===== src/rtl/wdt_pkg.sv =====
package wdt_pkg;

  typedef enum logic [1:0] {
    WDT_LOAD  = 2'd0,
    WDT_RUN   = 2'd1,
    WDT_PULSE = 2'd2
  } wdt_state_e;

  localparam logic [1:0] SEL_SHORT = 2'b00;
  localparam logic [1:0] SEL_MID   = 2'b01;

endpackage


===== src/rtl/wdt_strobe_sync.sv =====
module wdt_strobe_sync (
  input  logic clk,
  input  logic rst_n,
  input  logic strobe_in,
  output logic strobe_fall
);

  logic meta_q, sync_q, prev_q;

  always_ff @(posedge clk or negedge rst_n) begin
    if (!rst_n) begin
      meta_q <= 1'b1;
      sync_q <= 1'b1;
      prev_q <= 1'b1;
    end else begin
      meta_q <= strobe_in;
      sync_q <= meta_q;
      prev_q <= sync_q;
    end
  end

  assign strobe_fall = prev_q & ~sync_q;

endmodule


===== src/rtl/wdt_period_mux.sv =====
module wdt_period_mux #(
  parameter int unsigned SHORT_CYC = 150,
  parameter int unsigned MID_CYC   = 600,
  parameter int unsigned LONG_CYC  = 1200,
  localparam int unsigned CNT_W    = $clog2(LONG_CYC + 1)
) (
  input  logic [1:0]       period_sel,
  output logic [CNT_W-1:0] period_len
);

  import wdt_pkg::*;

  always_comb begin
    unique case (period_sel)
      SEL_SHORT: period_len = CNT_W'(SHORT_CYC);
      SEL_MID:   period_len = CNT_W'(MID_CYC);
      default:   period_len = CNT_W'(LONG_CYC);
    endcase
  end

endmodule


===== src/rtl/wdt_timer.sv =====
module wdt_timer #(
  parameter int unsigned LONG_CYC  = 1200,
  parameter int unsigned PULSE_CYC = 250,
  localparam int unsigned CNT_W    = $clog2(LONG_CYC + 1),
  localparam int unsigned PLS_W    = $clog2(PULSE_CYC + 1)
) (
  input  logic             clk,
  input  logic             rst_n,
  input  logic             hold,
  input  logic             service,
  input  logic [CNT_W-1:0] period_len,
  output logic             req
);

  import wdt_pkg::*;

  wdt_state_e       state_q, state_d;
  logic [CNT_W-1:0] elapsed_q, elapsed_d;
  logic [CNT_W-1:0] limit_q, limit_d;
  logic [PLS_W-1:0] pcnt_q, pcnt_d;
  logic             cnt_en, pls_en;

  always_comb begin
    state_d   = state_q;
    elapsed_d = elapsed_q;
    limit_d   = limit_q;
    pcnt_d    = pcnt_q;
    cnt_en    = 1'b0;
    pls_en    = 1'b0;
    unique case (state_q)
      WDT_LOAD: begin
        cnt_en    = 1'b1;
        elapsed_d = '0;
        limit_d   = period_len;
        state_d   = WDT_RUN;
      end
      WDT_RUN: begin
        cnt_en = 1'b1;
        if (hold || service) begin
          elapsed_d = '0;
          limit_d   = period_len;
        end else if (elapsed_q == limit_q - CNT_W'(1)) begin
          pls_en  = 1'b1;
          pcnt_d  = '0;
          state_d = WDT_PULSE;
        end else begin
          elapsed_d = elapsed_q + CNT_W'(1);
        end
      end
      WDT_PULSE: begin
        pls_en = 1'b1;
        if (pcnt_q == PLS_W'(PULSE_CYC - 1)) begin
          cnt_en    = 1'b1;
          elapsed_d = '0;
          limit_d   = period_len;
          state_d   = WDT_RUN;
        end else begin
          pcnt_d = pcnt_q + PLS_W'(1);
        end
      end
      default: state_d = WDT_LOAD;
    endcase
  end

  always_ff @(posedge clk or negedge rst_n) begin
    if (!rst_n) begin
      state_q <= WDT_LOAD;
    end else begin
      state_q <= state_d;
    end
  end

  always_ff @(posedge clk or negedge rst_n) begin
    if (!rst_n) begin
      elapsed_q <= '0;
      limit_q   <= '0;
    end else if (cnt_en) begin
      elapsed_q <= elapsed_d;
      limit_q   <= limit_d;
    end
  end

  always_ff @(posedge clk or negedge rst_n) begin
    if (!rst_n) begin
      pcnt_q <= '0;
    end else if (pls_en) begin
      pcnt_q <= pcnt_d;
    end
  end

  assign req = (state_q == WDT_PULSE);

endmodule


===== src/rtl/strobe_watchdog.sv =====
module strobe_watchdog #(
  parameter int unsigned SHORT_CYC = 150,
  parameter int unsigned MID_CYC   = 600,
  parameter int unsigned LONG_CYC  = 1200,
  parameter int unsigned PULSE_CYC = 250
) (
  input  logic       clk,
  input  logic       rst_n,
  input  logic       sys_rst_act,
  input  logic       strobe_in,
  input  logic [1:0] period_sel,
  output logic       wdt_rst_req
);

  localparam int unsigned CNT_W = $clog2(LONG_CYC + 1);

  logic [1:0]       rst_sync_q;
  logic             core_rst_n;
  logic             strobe_fall;
  logic [CNT_W-1:0] period_len;

  always_ff @(posedge clk or negedge rst_n) begin
    if (!rst_n) begin
      rst_sync_q <= 2'b00;
    end else begin
      rst_sync_q <= {rst_sync_q[0], 1'b1};
    end
  end

  assign core_rst_n = rst_sync_q[1];

  wdt_strobe_sync u_sync (
    .clk         (clk),
    .rst_n       (core_rst_n),
    .strobe_in   (strobe_in),
    .strobe_fall (strobe_fall)
  );

  wdt_period_mux #(
    .SHORT_CYC (SHORT_CYC),
    .MID_CYC   (MID_CYC),
    .LONG_CYC  (LONG_CYC)
  ) u_mux (
    .period_sel (period_sel),
    .period_len (period_len)
  );

  wdt_timer #(
    .LONG_CYC  (LONG_CYC),
    .PULSE_CYC (PULSE_CYC)
  ) u_timer (
    .clk        (clk),
    .rst_n      (core_rst_n),
    .hold       (sys_rst_act),
    .service    (strobe_fall),
    .period_len (period_len),
    .req        (wdt_rst_req)
  );

endmodule


===== config.mk =====
export PLATFORM = sky130hd
export DESIGN_NAME = strobe_watchdog
export DESIGN_NICKNAME = d
export VERILOG_FILES = /design/src/rtl/wdt_pkg.sv /design/src/rtl/wdt_strobe_sync.sv /design/src/rtl/wdt_period_mux.sv /design/src/rtl/wdt_timer.sv /design/src/rtl/strobe_watchdog.sv
export SDC_FILE = /design/constraint.sdc
export NUM_CORES = 1
export LEC_CHECK = 0
export ABC_AREA = 1
export BUFFER_PORTS_ARGS = -buffer_cell sky130_fd_sc_hd__clkbuf_2
export CORE_MARGIN = 3
export CORE_UTILIZATION = 61
export CTS_CLUSTER_DIAMETER = 60
export DETAILED_ROUTE_END_ITERATION = 10
export PLACE_DENSITY = 0.81
export SLEW_MARGIN = 0
export SYNTH_ARGS = -nofsm -noshare
export SYNTH_HDL_FRONTEND = slang
export SYNTH_SLANG_ARGS = --single-unit

===== constraint.sdc =====
create_clock -name clk -period 1.2 [get_ports clk]
set_input_delay 0.36 -clock clk [delete_from_list [all_inputs] [get_ports clk]]
set_output_delay 0.36 -clock clk [all_outputs]
set_load 0.005 [all_outputs]

==> summary.md, run 1 <==
| Metric | Value |
|---|---|
| Seq/Total Area, Yosys | 0.362 |
| Number of cell rows | 20 |
| Netlist cell types | 32 |
| First error | [ERROR DPL-0033] detailed placement checks failed during check placement. |
| Placed Cells | 424 |
| Final HPWL from detailed placement | 4500 um |
| Mapped cell area | 2150 um^2 |
| #FFs+latches synth | 31 |
| # clock sinks | 31 |
| Antenna violations before repair | 0 |
| Die width | 65.4 um |
| Worst setup endpoint GRT | u_timer.pcnt_q[7]$_DFFE_PN0P_/D |
| Syn_area_per_cell | 6.73 um^2 |
| Maximum clock path buffer count | 2 |
| Root Driver | clkbuf_4 |
| Exit stage | global routing |
| Post-synth top cells | 115 x nand2_1, 39 x nor2_1, 38 x nand3_1 |
| Largest net degree at the start of global routing | 17 |
| Count leader, synth | nand2_1 |
| Pre-CTS setup slack | -714 ps |
| Synth top area share | 0.326 |
| IO Port Bufs | 6 |
| CTS Buf Count | 5 |
| IO Count | 7 |
| Largest cells by area after synthesis | dfrtp_1 33%, nand2_1 20%, nand3_1 8.8% |
| Post-synth top area cell | dfrtp_1 |
| Synth async-reset ratio | 1.00 |
| Outcome | stopped before the end |
| Global placement routability congestion | 0.990 |
| Syn nets | 334 |
| WEP type | register input |
| Post-Synthesis Cells | 320 |
| Synth warn | 0 |
| Ys flop type | dfrtp_1 |
| DIE HEIGHT | 65.4 um |
| H-tree depth | 2 |
| Post-synth EDFFs | 0 |
| Starting Density | 0.672 |
[logic make-up after synthesis]
| kind of cell | Yosys count | share of synthesized area |
|---|---|---|
| AOI/OAI and AO/OA | 6 | 0.0215 |
| xor gates and xnor gates | 12 | 0.0488 |
| adders and majority gates | 8 | 0.0465 |
| buffers and inverters | 42 | 0.0820 |
| DFF | 31 | 0.362 |
| other | 1 | 0.00174 |
| and+or+nand+nor | 220 | 0.437 |
[stage by stage]
step	cell area (um^2)	TNS [ps]
global placement	2720	-15000
CTS	3010	-16730
floorplan	2230	-12810
detailed placement	2720	-17370
[what timing repair did]
action,in CTS
endpoints found under the setup margin,27
hold endpoints to repair,2
pin swaps,16
resized for setup,32
hold buffers,1
buffers inserted,8
cloned,1
==> run 2: changes to the inputs <==
Settings changed: CORE_UTILIZATION 61 to 40, CTS_CLUSTER_DIAMETER 60 to unset, PLACE_DENSITY 0.81 to unset, PLACE_DENSITY_LB_ADDON set to 0.15.
==> run 2 against run 1 <==
Effect of this change: synthesized area is the same; synthesized cell count is the same; the flow now finishes, with violations (setup timing).
==> summary.md, run 2 <==
| Metric | Value |
|---|---|
| Vias in the first global route | 2145 |
| Min-Delay Path Class | in -> reg |
| Worst skew pair latency | 290 ps |
| Hold WS | 153 ps |
| Data required, critical path | 1380 ps |
| Worst setup EP type | flip-flop |
| #FFs+latches synth | 31 |
| LEAKAGE | 1.59 nW |
| Syn nets | 334 |
| Clock network fraction of total power | 0.175 |
| Count leader, synth | nand2_1 |
| DRT Wirelength | 5940 um |
| Outcome | finished with violations |
| Clock Pin Slew Worst Setup and Hold Paths | 70 ps |
| Global-route wire length before repair | 10200 um |
| Via/cell ratio | 4.75 |
| DIE HEIGHT | 79.4 um |
| Crit Path Max Fanout | 8 |
| Share of layout cells above drive strength 1 | 0.377 |
| Largest net degree at the start of global routing | 30 |
| Most frequent cells in the layout | 101 x nand2_1, 64 x buf_4, 33 x nor2_1 |
| Fin Clk Skew | 6.34 ps |
| Net Sw Frac | 0.425 |
| DRT Pass-1 Iters | 4 |
| Antenna violations before repair | 0 |
| Power per standard cell area | 1930 nW/um^2 |
| Die footprint | 6300 um^2 |
| Detailed-route via count | 2247 |
| Reg2reg path depth | 14 |
| ANT cells | 0 |
| FILL cells | 472 |
| Post-synth top cells | 115 x nand2_1, 39 x nor2_1, 38 x nand3_1 |
| Nets | 416 |
| Largest registers | u_timer.elapsed_q (11), u_timer.pcnt_q (8), u_timer.limit_q (5) |
| Fin crit period | 1870 ps |
| Core box area | 5140 um^2 |
| Maximum clock path buffer count | 2 |
| Final hold viol count | 0 |
| Nature of the critical path startpoint | flip-flop |
| Global placement routability congestion | 0.815 |
| Comb pwr share | 0.607 |
| Hold wc startpoint | strobe_in |
| Failing checks | setup timing |
| Die width | 79.4 um |
| Synth warn | 0 |
| Post-synth EDFFs | 0 |
| Ys flop type | dfrtp_1 |
| DRC | 0 |
| Final cell count without fillers | 473 |
| H-tree depth | 2 |
| RR Endpoint | u_timer.pcnt_q[2] |
| Grt total ovfl | 0 |
| Setup Viol. Count Final | 27 |
| Synth top area share | 0.326 |
| Flop pwr share | 0.218 |
| Max Cap Viol | 0 |
| Achievable clock frequency | 535 MHz |
| CTS Buf Count | 5 |
| 1st-iter DRT viols | 66 |
| NetSw | 2.64 mW |
| RR Startpoint | u_timer.limit_q[9] |
| Post-synth top area cell | dfrtp_1 |
| Hold EP | u_sync.meta_q |
| IO Count | 7 |
| Max FFs per register | 11 |
| Netlist cell types | 32 |
| Final HPWL from detailed placement | 4070 um |
| Internal power | 3.58 mW |
| Syn_area_per_cell | 6.73 um^2 |
| Commonest non-fill, non-tap cell in the layout | nand2_1 |
| Starting Density | 0.419 |
| GRT Total Usage | 0.207 |
| Synth async-reset ratio | 1.00 |
| Mapped cell area | 2150 um^2 |
| Slew Limit Fails | 0 |
| Crit share post-route | 1.56 |
| IO Port Bufs | 6 |
| Post-layout util | 0.629 |
| Hold Path Depth | 1 |
| Post-DR wirelength/cell | 12.6 um |
| # clock sinks | 31 |
| Layout area overhead | 50.1% |
| CP Class | reg -> reg |
| Root Driver | clkbuf_8 |
| Placed Cells | 453 |
| Worst vdd ir | 0.865 mV |
| Top reg by flops | u_timer.elapsed_q |
| Largest cells by area after synthesis | dfrtp_1 33%, nand2_1 20%, nand3_1 8.8% |
| R2r setup slk | -670 ps |
| Arrival time of the worst setup path | 2040 ps |
| RSZ-0062 raised after global routing | yes |
| Post-Synthesis Cells | 320 |
| Number of cell rows | 26 |
| Seq/Total Area, Yosys | 0.362 |
| Post-DRT Antenna Nets | 0 |
| Final setup margin | -667 ps |
| CTS tree | done |
-- run 2: metrics by stage --
step	TNS (ps)	setup slack (ps)	instance area, um^2	total power, mW
floorplan	-12810	-536	2230	3.18
global placement	-16560	-693	2780	4.24
detailed placement	-16910	-706	2780	4.27
CTS	-16560	-708	3170	6.10
global route	-20250	-842	3230	6.69
finish	-16260	-667	3230	6.22
-- run 2: repair_timing --
item / in CTS / in global routing
buffers inserted: 8 / 2
cloned: 2 / 0
endpoints found under the setup margin: 27 / 27
resized for setup: 46 / 12
hold buffers: 1 / 0
endpoints found under the hold margin: 2 / 0
pin swaps: 13 / 6
-- run 2: power groups by stage --
stage	sequential [mW]	combinational, mW	clock [mW]
floorplan	1.36	1.81	0
global placement	1.36	2.88	0
detailed placement	1.36	2.90	0
CTS	1.37	3.63	1.11
global route	1.37	4.16	1.16
finish	1.36	3.78	1.09
-- run 2: logic make-up after synthesis --
group           share of synthesized area
simple gates                        0.437
buf+inv                            0.0820
flops                               0.362
xor+xnor                           0.0488
fa+ha+maj                          0.0465
compound gates                     0.0215
other cells                       0.00174
-- run 2: routing by layer --
metal / vias up / track usage / wire length (um)
met5: - / 0 / 0
met4: 0 / 0.0842 / 136
met3: 13 / 0.0363 / 113
met2: 25 / 0.316 / 2670
met1: 1036 / 0.290 / 3020
li1: 1173 / - / -
-- run 2: final cells by class --
type,instances,area (um^2),area share
well taps,70,87.6,0.0271
multi-input cells,248,1460,0.452
clock inverters,2,35.0,0.0108
repair buffers,80,639,0.198
flip-flops and latches,31,781,0.242
clock buffers,6,82.6,0.0256
inverters,36,144,0.0445
-- run 2: worst max-delay path: stages, from the launching register on --
cell and delay, ps:
dfrtp_1 390, buf_4 150, nor2_4 150, nand3_1 120
nand2_1 90, nand2_1 40, nand2_1 100, buf_4 110
inv_1 30, nor2_1 100, nand3_2 110, nand2_4 150
nand2_8 90, nand2_1 60, nand2_1 50
-- run 2: how the worst max path moves through the flow --
stage	from	to	slack [ps]	depth (start not counted)
2_1_floorplan	u_timer.limit_q[2]	u_timer.elapsed_q[10]	-540	14
3_3_place_gp	u_timer.limit_q[9]	u_timer.pcnt_q[4]	-690	14
3_5_place_dp	u_timer.limit_q[9]	u_timer.pcnt_q[3]	-710	15
4_1_cts	u_timer.limit_q[9]	u_timer.pcnt_q[2]	-710	15
5_1_grt	u_timer.limit_q[2]	u_timer.pcnt_q[1]	-840	15
6_report	u_timer.limit_q[9]	u_timer.pcnt_q[2]	-670	14
Power figures use the tool's default switching activity.
